<file path="src/rtl/rts_pkg.sv">
package rts_pkg;
  localparam int unsigned NUM_ITER = 3;
  localparam int unsigned ITER_W   = 2;

  typedef enum logic [2:0] {
    S_IDLE, S_SUPPLY, S_LAUNCH, S_RUN, S_FIN
  } seq_state_e;

  // supply code per run: 0=1.0V, 1=1.1V, 2=1.2V
  function automatic logic [1:0] iter_lvl(input logic [ITER_W-1:0] idx);
    return 2'(idx);
  endfunction

  // reference code per run: 01=0.74, 10=0.70, 11=0.64
  function automatic logic [1:0] iter_sel(input logic [ITER_W-1:0] idx);
    return 2'(idx) + 2'd1;
  endfunction
endpackage

</file>
<file path="src/rtl/rts_dwell_timer.sv">
module rts_dwell_timer #(
  parameter int unsigned DWELL_CYCLES = 250000,
  localparam int unsigned CNT_W = $clog2(DWELL_CYCLES + 1)
) (
  input  logic clk_i,
  input  logic rst_ni,
  input  logic en_i,
  input  logic ds_i,
  output logic wake_ok_o
);
  logic [CNT_W-1:0] cnt_q;
  logic             sleeping;

  assign sleeping = en_i && ds_i;

  always_ff @(posedge clk_i or negedge rst_ni) begin
    if (!rst_ni)                              cnt_q <= '0;
    else if (!sleeping)                       cnt_q <= '0;
    else if (cnt_q != CNT_W'(DWELL_CYCLES))   cnt_q <= cnt_q + 1'b1;
  end

  assign wake_ok_o = sleeping && (cnt_q == CNT_W'(DWELL_CYCLES));

  p_wake_after_sleep_r9: assert property (@(posedge clk_i) disable iff (!rst_ni)
    $rose(wake_ok_o) |-> ($past(ds_i) && $past(en_i)));
  p_cnt_restart_r9: assert property (@(posedge clk_i) disable iff (!rst_ni)
    !sleeping |=> (cnt_q == '0));
endmodule

</file>
<file path="src/rtl/rts_result_log.sv">
module rts_result_log
  import rts_pkg::*;
#(
  parameter int unsigned N = NUM_ITER
) (
  input  logic              clk_i,
  input  logic              rst_ni,
  input  logic              clr_i,
  input  logic              rec_i,
  input  logic [ITER_W-1:0] idx_i,
  input  logic              fail_i,
  output logic [N-1:0]      fail_vec_o
);
  for (genvar g = 0; g < N; g++) begin : g_bit
    always_ff @(posedge clk_i or negedge rst_ni) begin
      if (!rst_ni)                                    fail_vec_o[g] <= 1'b0;
      else if (clr_i)                                 fail_vec_o[g] <= 1'b0;
      else if (rec_i && (idx_i == ITER_W'(g)))        fail_vec_o[g] <= fail_i;
    end
  end

  p_clear_r10: assert property (@(posedge clk_i) disable iff (!rst_ni)
    clr_i |=> (fail_vec_o == '0));
  p_one_bit_per_rec_r4: assert property (@(posedge clk_i) disable iff (!rst_ni)
    (!clr_i && !rec_i) |=> $stable(fail_vec_o));
endmodule

</file>
<file path="src/rtl/rts_flow_seq.sv">
module rts_flow_seq
  import rts_pkg::*;
#(
  parameter int unsigned DWELL_CYCLES = 250000
) (
  input  logic                clk_i,
  input  logic                rst_ni,
  input  logic                start_i,
  input  logic                stop_on_fail_i,
  output logic                supply_req_o,
  output logic [1:0]          supply_lvl_o,
  input  logic                supply_ack_i,
  output logic [1:0]          vref_sel_o,
  output logic                march_start_o,
  input  logic                march_done_i,
  input  logic                march_pass_i,
  input  logic                ds_active_i,
  output logic                wake_ok_o,
  output logic                busy_o,
  output logic                done_o,
  output logic                pass_o,
  output logic [NUM_ITER-1:0] fail_vec_o
);
  localparam logic [ITER_W-1:0] LAST_IDX = ITER_W'(NUM_ITER - 1);

  seq_state_e        state_q, state_d;
  logic [ITER_W-1:0] idx_q, idx_d;
  logic              stop_q;
  logic              accept, record, finish;

  assign accept = ((state_q == S_IDLE) || (state_q == S_FIN)) && start_i;
  assign record = (state_q == S_RUN) && march_done_i;
  assign finish = record && ((idx_q == LAST_IDX) || (stop_q && !march_pass_i));

  always_comb begin
    state_d = state_q;
    idx_d   = idx_q;
    unique case (state_q)
      S_IDLE, S_FIN: if (start_i) begin
        state_d = S_SUPPLY;
        idx_d   = '0;
      end
      S_SUPPLY: if (supply_ack_i) state_d = S_LAUNCH;
      S_LAUNCH: state_d = S_RUN;
      S_RUN: if (march_done_i) begin
        if (finish) state_d = S_FIN;
        else begin
          state_d = S_SUPPLY;
          idx_d   = idx_q + 1'b1;
        end
      end
      default: state_d = S_IDLE;
    endcase
  end

  always_ff @(posedge clk_i or negedge rst_ni) begin
    if (!rst_ni) begin
      state_q <= S_IDLE;
      idx_q   <= '0;
      stop_q  <= 1'b0;
    end else begin
      state_q <= state_d;
      idx_q   <= idx_d;
      if (accept) stop_q <= stop_on_fail_i;
    end
  end

  assign supply_req_o  = (state_q == S_SUPPLY);
  assign march_start_o = (state_q == S_LAUNCH);
  assign supply_lvl_o  = iter_lvl(idx_q);
  assign vref_sel_o    = iter_sel(idx_q);
  assign busy_o        = (state_q != S_IDLE) && (state_q != S_FIN);
  assign done_o        = (state_q == S_FIN);
  assign pass_o        = done_o && (fail_vec_o == '0);

  rts_dwell_timer #(.DWELL_CYCLES(DWELL_CYCLES)) u_dwell (
    .clk_i     (clk_i),
    .rst_ni    (rst_ni),
    .en_i      (state_q == S_RUN),
    .ds_i      (ds_active_i),
    .wake_ok_o (wake_ok_o)
  );

  rts_result_log #(.N(NUM_ITER)) u_log (
    .clk_i      (clk_i),
    .rst_ni     (rst_ni),
    .clr_i      (accept),
    .rec_i      (record),
    .idx_i      (idx_q),
    .fail_i     (!march_pass_i),
    .fail_vec_o (fail_vec_o)
  );

  p_req_holds_r3: assert property (@(posedge clk_i) disable iff (!rst_ni)
    (supply_req_o && !supply_ack_i) |=> (supply_req_o && $stable(supply_lvl_o)));
  p_start_after_ack_r3: assert property (@(posedge clk_i) disable iff (!rst_ni)
    $rose(march_start_o) |-> $past(supply_ack_i));
  p_start_pulse_r3: assert property (@(posedge clk_i) disable iff (!rst_ni)
    march_start_o |=> !march_start_o);
  p_done_after_engine_r8: assert property (@(posedge clk_i) disable iff (!rst_ni)
    $rose(done_o) |-> $past(march_done_i));
  p_done_holds_r8: assert property (@(posedge clk_i) disable iff (!rst_ni)
    (done_o && !start_i) |=> done_o);
  p_pass_needs_done_r7: assert property (@(posedge clk_i) disable iff (!rst_ni)
    pass_o |-> (done_o && (fail_vec_o == '0)));
  p_sel_within_run_r2: assert property (@(posedge clk_i) disable iff (!rst_ni)
    (march_start_o || (busy_o && !supply_req_o)) |-> (vref_sel_o != 2'b00));
endmodule

</file>
<file path="config.mk">
export PLATFORM = sky130hd
export DESIGN_NAME = rts_flow_seq
export DESIGN_NICKNAME = d
export VERILOG_FILES = /design/src/rtl/rts_pkg.sv /design/src/rtl/rts_dwell_timer.sv /design/src/rtl/rts_result_log.sv /design/src/rtl/rts_flow_seq.sv
export SDC_FILE = /design/constraint.sdc
export NUM_CORES = 1
export LEC_CHECK = 0
export ABC_AREA = 1
export BUFFER_PORTS_ARGS = -buffer_cell sky130_fd_sc_hd__buf_2
export CORE_MARGIN = 8
export CORE_UTILIZATION = 35
export CTS_BUF_LIST = sky130_fd_sc_hd__clkbuf_4 sky130_fd_sc_hd__clkbuf_8
export CTS_CLUSTER_SIZE = 12
export DETAILED_ROUTE_END_ITERATION = 8
export PLACE_DENSITY = 0.53
export SLEW_MARGIN = 15
export SYNTH_ARGS = -nofsm -noshare
export SYNTH_HDL_FRONTEND = slang
export SYNTH_HIERARCHICAL = 1
export SYNTH_SLANG_ARGS = --single-unit
</file>
<file path="constraint.sdc">
create_clock -name clk_i -period 1.75 [get_ports clk_i]
set_input_delay 0 -clock clk_i [delete_from_list [all_inputs] [get_ports clk_i]]
set_output_delay 0 -clock clk_i [all_outputs]
set_load 0.005 [all_outputs]
</file>
==> reports/results.txt <==
Once the clock tree was built, the resizer swapped 0 gates to a different size. In this run, synthesis produced a sequential element count of 27. Tightest slew margin relative to the limit: 0.587. Power comes to 1.89 mW.

The part of the total power dissipated in sequential elements came out at 0.428. Yosys mapped a number of flops with a built-in enable equal to 0. The tools report the clock latency reported for the late side of the worst-skew pair as 0.27 ns. The antenna violation net count after detailed routing was 0; the number of global-route vias before repair was 1,613. The buffer levels on the longest clock path is 2, and the total wire length after detailed routing is 3910 µm.

After synthesis, the mean cell area works out to 6.99 µm². The run gives 0.392 as the proportion of synthesized chip area in sequential cells. Dividing the detail-routed via count by the number of cells gives 4.55.

The highest metal layer carrying signal wires in the routed design is met4. The worst setup path is of the reg2out kind. The ratio of cells with drive above 1 in the final layout was 0.197; the time the final worst path needs with I/O delays and setup was 1.51 ns. After the first detailed-routing iteration, the DRC count stood at 100.

The floorplan step set the die height to 86.2 µm. In the synthesized netlist the dominant register cell turns out to be sky130_fd_sc_hd__dfrtp_1. The portion of the clock cycle consumed by the worst path in the final layout is 0.862, and the count of unique library cells instantiated by Yosys is 26. For the yosys synthesis warning count, the log shows 6.

After synthesis, the cell types taking the most area are sky130_fd_sc_hd__dfrtp_1 (39%), sky130_fd_sc_hd__nand2_1 (12%), sky130_fd_sc_hd__nor2_1 (9.1%). The area of all placed cells without fillers was 1990 µm². The analysis attributes to net switching a power of 0.730 mW. In this run the cell area measured after placement is 1920 µm².

The run gives 0.418 as the post-route core utilization. Clock tree synthesis selected as its root buffer the cell sky130_fd_sc_hd__clkbuf_8. Detailed placement ended at an HPWL of 3030 µm.

The layout overhead on the synthesized area came out at 15.1%. The logs give 0.00317 ns for the clock skew and 258 for the net count after synthesis. The pin slew with the least headroom to its limit came out at 0.619 ns. The initial core utilization is 0.363, and the number of antenna cells inserted is 0. In the final routing, the length of wire on met1 measures 1920 µm.

At the end of routability-driven placement, the weighted congestion stood at 0.758. The initialized floorplan defines 25 standard-cell rows. The routed layout has 1,550 vias. The clock-pin slew on the worst setup and hold paths is 0.10 ns, and the worst hold slack is 0.0196 ns. Entering global routing, the biggest net connects 28 pins. Setup repair after global routing left no endpoint under its margin. Along the worst path, the maximum fanout reaches 7. Once the clock tree was built, the setup fixing pass inserted 0 buffers. The flow ran to the end, and the final reports show no timing, DRC or antenna violations. Dividing the detail-routed wire length by the instance count gives 11.5 µm. The count of H-tree levels built during CTS is 1, and the switching part of the total is 0.387.

VDD sags by at most 0.575 mV. The routed length on met3 is 185 µm. The number of hold violations in the final report came out at 0.

The post-synthesis cell type with the largest combined area is sky130_fd_sc_hd__dfrtp_1. Setup violations remaining at the end of the flow were counted as 0. For the first-pass iteration count of the detailed router, the log shows 4. The class of the tightest hold or removal check is in2reg. TritonCTS built the clock tree. The area share of the leading cell type in the synthesized netlist came out at 0.392. The wire length on met2 came out at 1780 µm. The die is 86.2 µm wide. After global routing the overflow that remains totals 0. The number of clock buffers inserted by TritonCTS was 3; the all-layer global routing usage was 0.118. The run gives 663 MHz as the maximum clock frequency. During placement, the flow inserted port buffers numbering 20. In this run the power density over the cells is 950 nW/µm². STA classifies the critical path startpoint as a register. For the core box area, the log shows 4750 µm².

The clock sink count was 27. The max-slew violation count came out at 0. After clock tree synthesis, the flow added hold-fix buffers numbering 2.

For the wire length of the first global-routing pass, the log shows 7200 µm. The sum of negative setup slack came out at 0 ns. The required time at the endpoint of the critical path was 1.75 ns. The internal power of the cells totals 1.16 mW. The number of max-cap violations is 0, and the part of the total power dissipated in combinational logic is 0.371. The tools report the kind of capture point of the worst setup path as an output pin.

In this run the count of I/O pins placed on the die edge is 21. The net count of the finished layout is 286. The tools report the synthesized area as 1730 µm². The commonest cells after synthesis are sky130_fd_sc_hd__nand2_1 (54), sky130_fd_sc_hd__nor2_1 (42), sky130_fd_sc_hd__inv_1 (39), sky130_fd_sc_hd__dfrtp_1 (27), sky130_fd_sc_hd__nand3_1 (19).

The leakage power came out at 0.940 nW. STA puts the critical path data arrival time at 1.51 ns. The most used standard cell by instance count after synthesis was sky130_fd_sc_hd__nand2_1. Counting the fill cells in the layout gives 521. The initial antenna violation count is 0. Clock network fraction of total power: 0.201. After detailed routing, the number of remaining DRC violations is 0. The proportion of synthesized flip-flops having asynchronous set or reset is 1.00, and the number of instances in the synthesized netlist is 247. The floorplan step defined a die boundary enclosing 7430 µm².
==> registers in the layout, indices dropped and copies added (netlist names) <==
signal and count:
stop_q 1, u_log/fail_vec_o 3, state_q 3, u_dwell/cnt_q 18, supply_lvl_o 2
==> power by group through the flow <==
stage | Combinational (mW) | Clock [mW] | Sequential (mW)
CTS | 0.720 | 0.401 | 0.809
finish | 0.701 | 0.379 | 0.807
global route | 0.815 | 0.426 | 0.825
detailed placement | 0.711 | 0 | 0.821
floorplan | 0.483 | 0 | 0.803
global placement | 0.708 | 0 | 0.820
==> worst max-delay path, stage by stage (launching register included) <==
cell                      delay, ns
sky130_fd_sc_hd__dfrtp_1       0.47
sky130_fd_sc_hd__inv_1         0.09
sky130_fd_sc_hd__ha_1          0.16
sky130_fd_sc_hd__nand4_1       0.12
sky130_fd_sc_hd__nor2_1        0.11
sky130_fd_sc_hd__nand3_1       0.09
sky130_fd_sc_hd__nor2_1        0.09
sky130_fd_sc_hd__buf_2         0.11
==> cells by family (layout without fill, tap and decap cells) <==
group,Yosys count,in the layout,share of synthesized area
AO/OA/AOI/OAI,19,19,0.0573
buffers and inverters,43,70,0.0950
multiplexers,1,1,0.00653
AND/OR/NAND/NOR,152,152,0.418
adder cells (fa/ha/maj),3,3,0.0218
XOR/XNOR,2,2,0.0102
flip-flops,27,27,0.392
==> area by class of cell <==
cell class	instances	area [µm²]	area share
Multi-Input combinational cell	177	886	0.446
Sequential cell	27	676	0.340
Inverter	43	164	0.0825
Timing Repair Buffer	23	128	0.0643
Tap cell	67	83.8	0.0422
Clock buffer	4	48.8	0.0246
==> layer usage <==
layer | up-vias | global-route usage
met3 | 2 | 0.0284
met2 | 27 | 0.195
met5 | - | 0
met4 | 0 | 0.0360
met1 | 700 | 0.149
li1 | 821 | -
==> final timing paths <==
check | from | end | slack, ns | cells after the start
max in group asynchronous | rst_ni | state_q[0] | 1.08 | 2
worst max register to register | u_dwell/cnt_q[0] | u_dwell/cnt_q[14] | 0.26 | 7
min in group asynchronous | rst_ni | u_dwell/cnt_q[7] | 0.26 | 2
worst max-delay path | u_dwell/cnt_q[0] | wake_ok_o | 0.24 | 7
worst min-delay path | march_done_i | state_q[2] | 0.02 | 3
worst min register to register | stop_q | stop_q | 0.50 | 1
==> metrics by stage <==
| stage | std cells | worst slack, ns |
|---|---|---|
| after detailed placement | 335 | 0.283 |
| after floorplan | 247 | 0.420 |
| after CTS | 341 | 0.211 |
| after global placement | 335 | 0.311 |
| after global routing | 341 | 0.00567 |
| final | 341 | 0.242 |
==> cell usage in the layout (no fill, tap or decap), types with 3 or more instances in the layout <==
cell	n
sky130_fd_sc_hd__nand2_1	54
sky130_fd_sc_hd__inv_2	3
sky130_fd_sc_hd__buf_2	20
sky130_fd_sc_hd__nand3_1	19
sky130_fd_sc_hd__inv_1	39
sky130_fd_sc_hd__clkbuf_8	3
sky130_fd_sc_hd__nand4_1	6
sky130_fd_sc_hd__dfrtp_1	27
sky130_fd_sc_hd__nand2_2	10
sky130_fd_sc_hd__a21oi_1	9
sky130_fd_sc_hd__nor3_1	4
sky130_fd_sc_hd__ha_1	3
sky130_fd_sc_hd__o21ai_0	7
sky130_fd_sc_hd__nor2_2	8
sky130_fd_sc_hd__nor2_1	42
(Power assumes the default switching activity.)
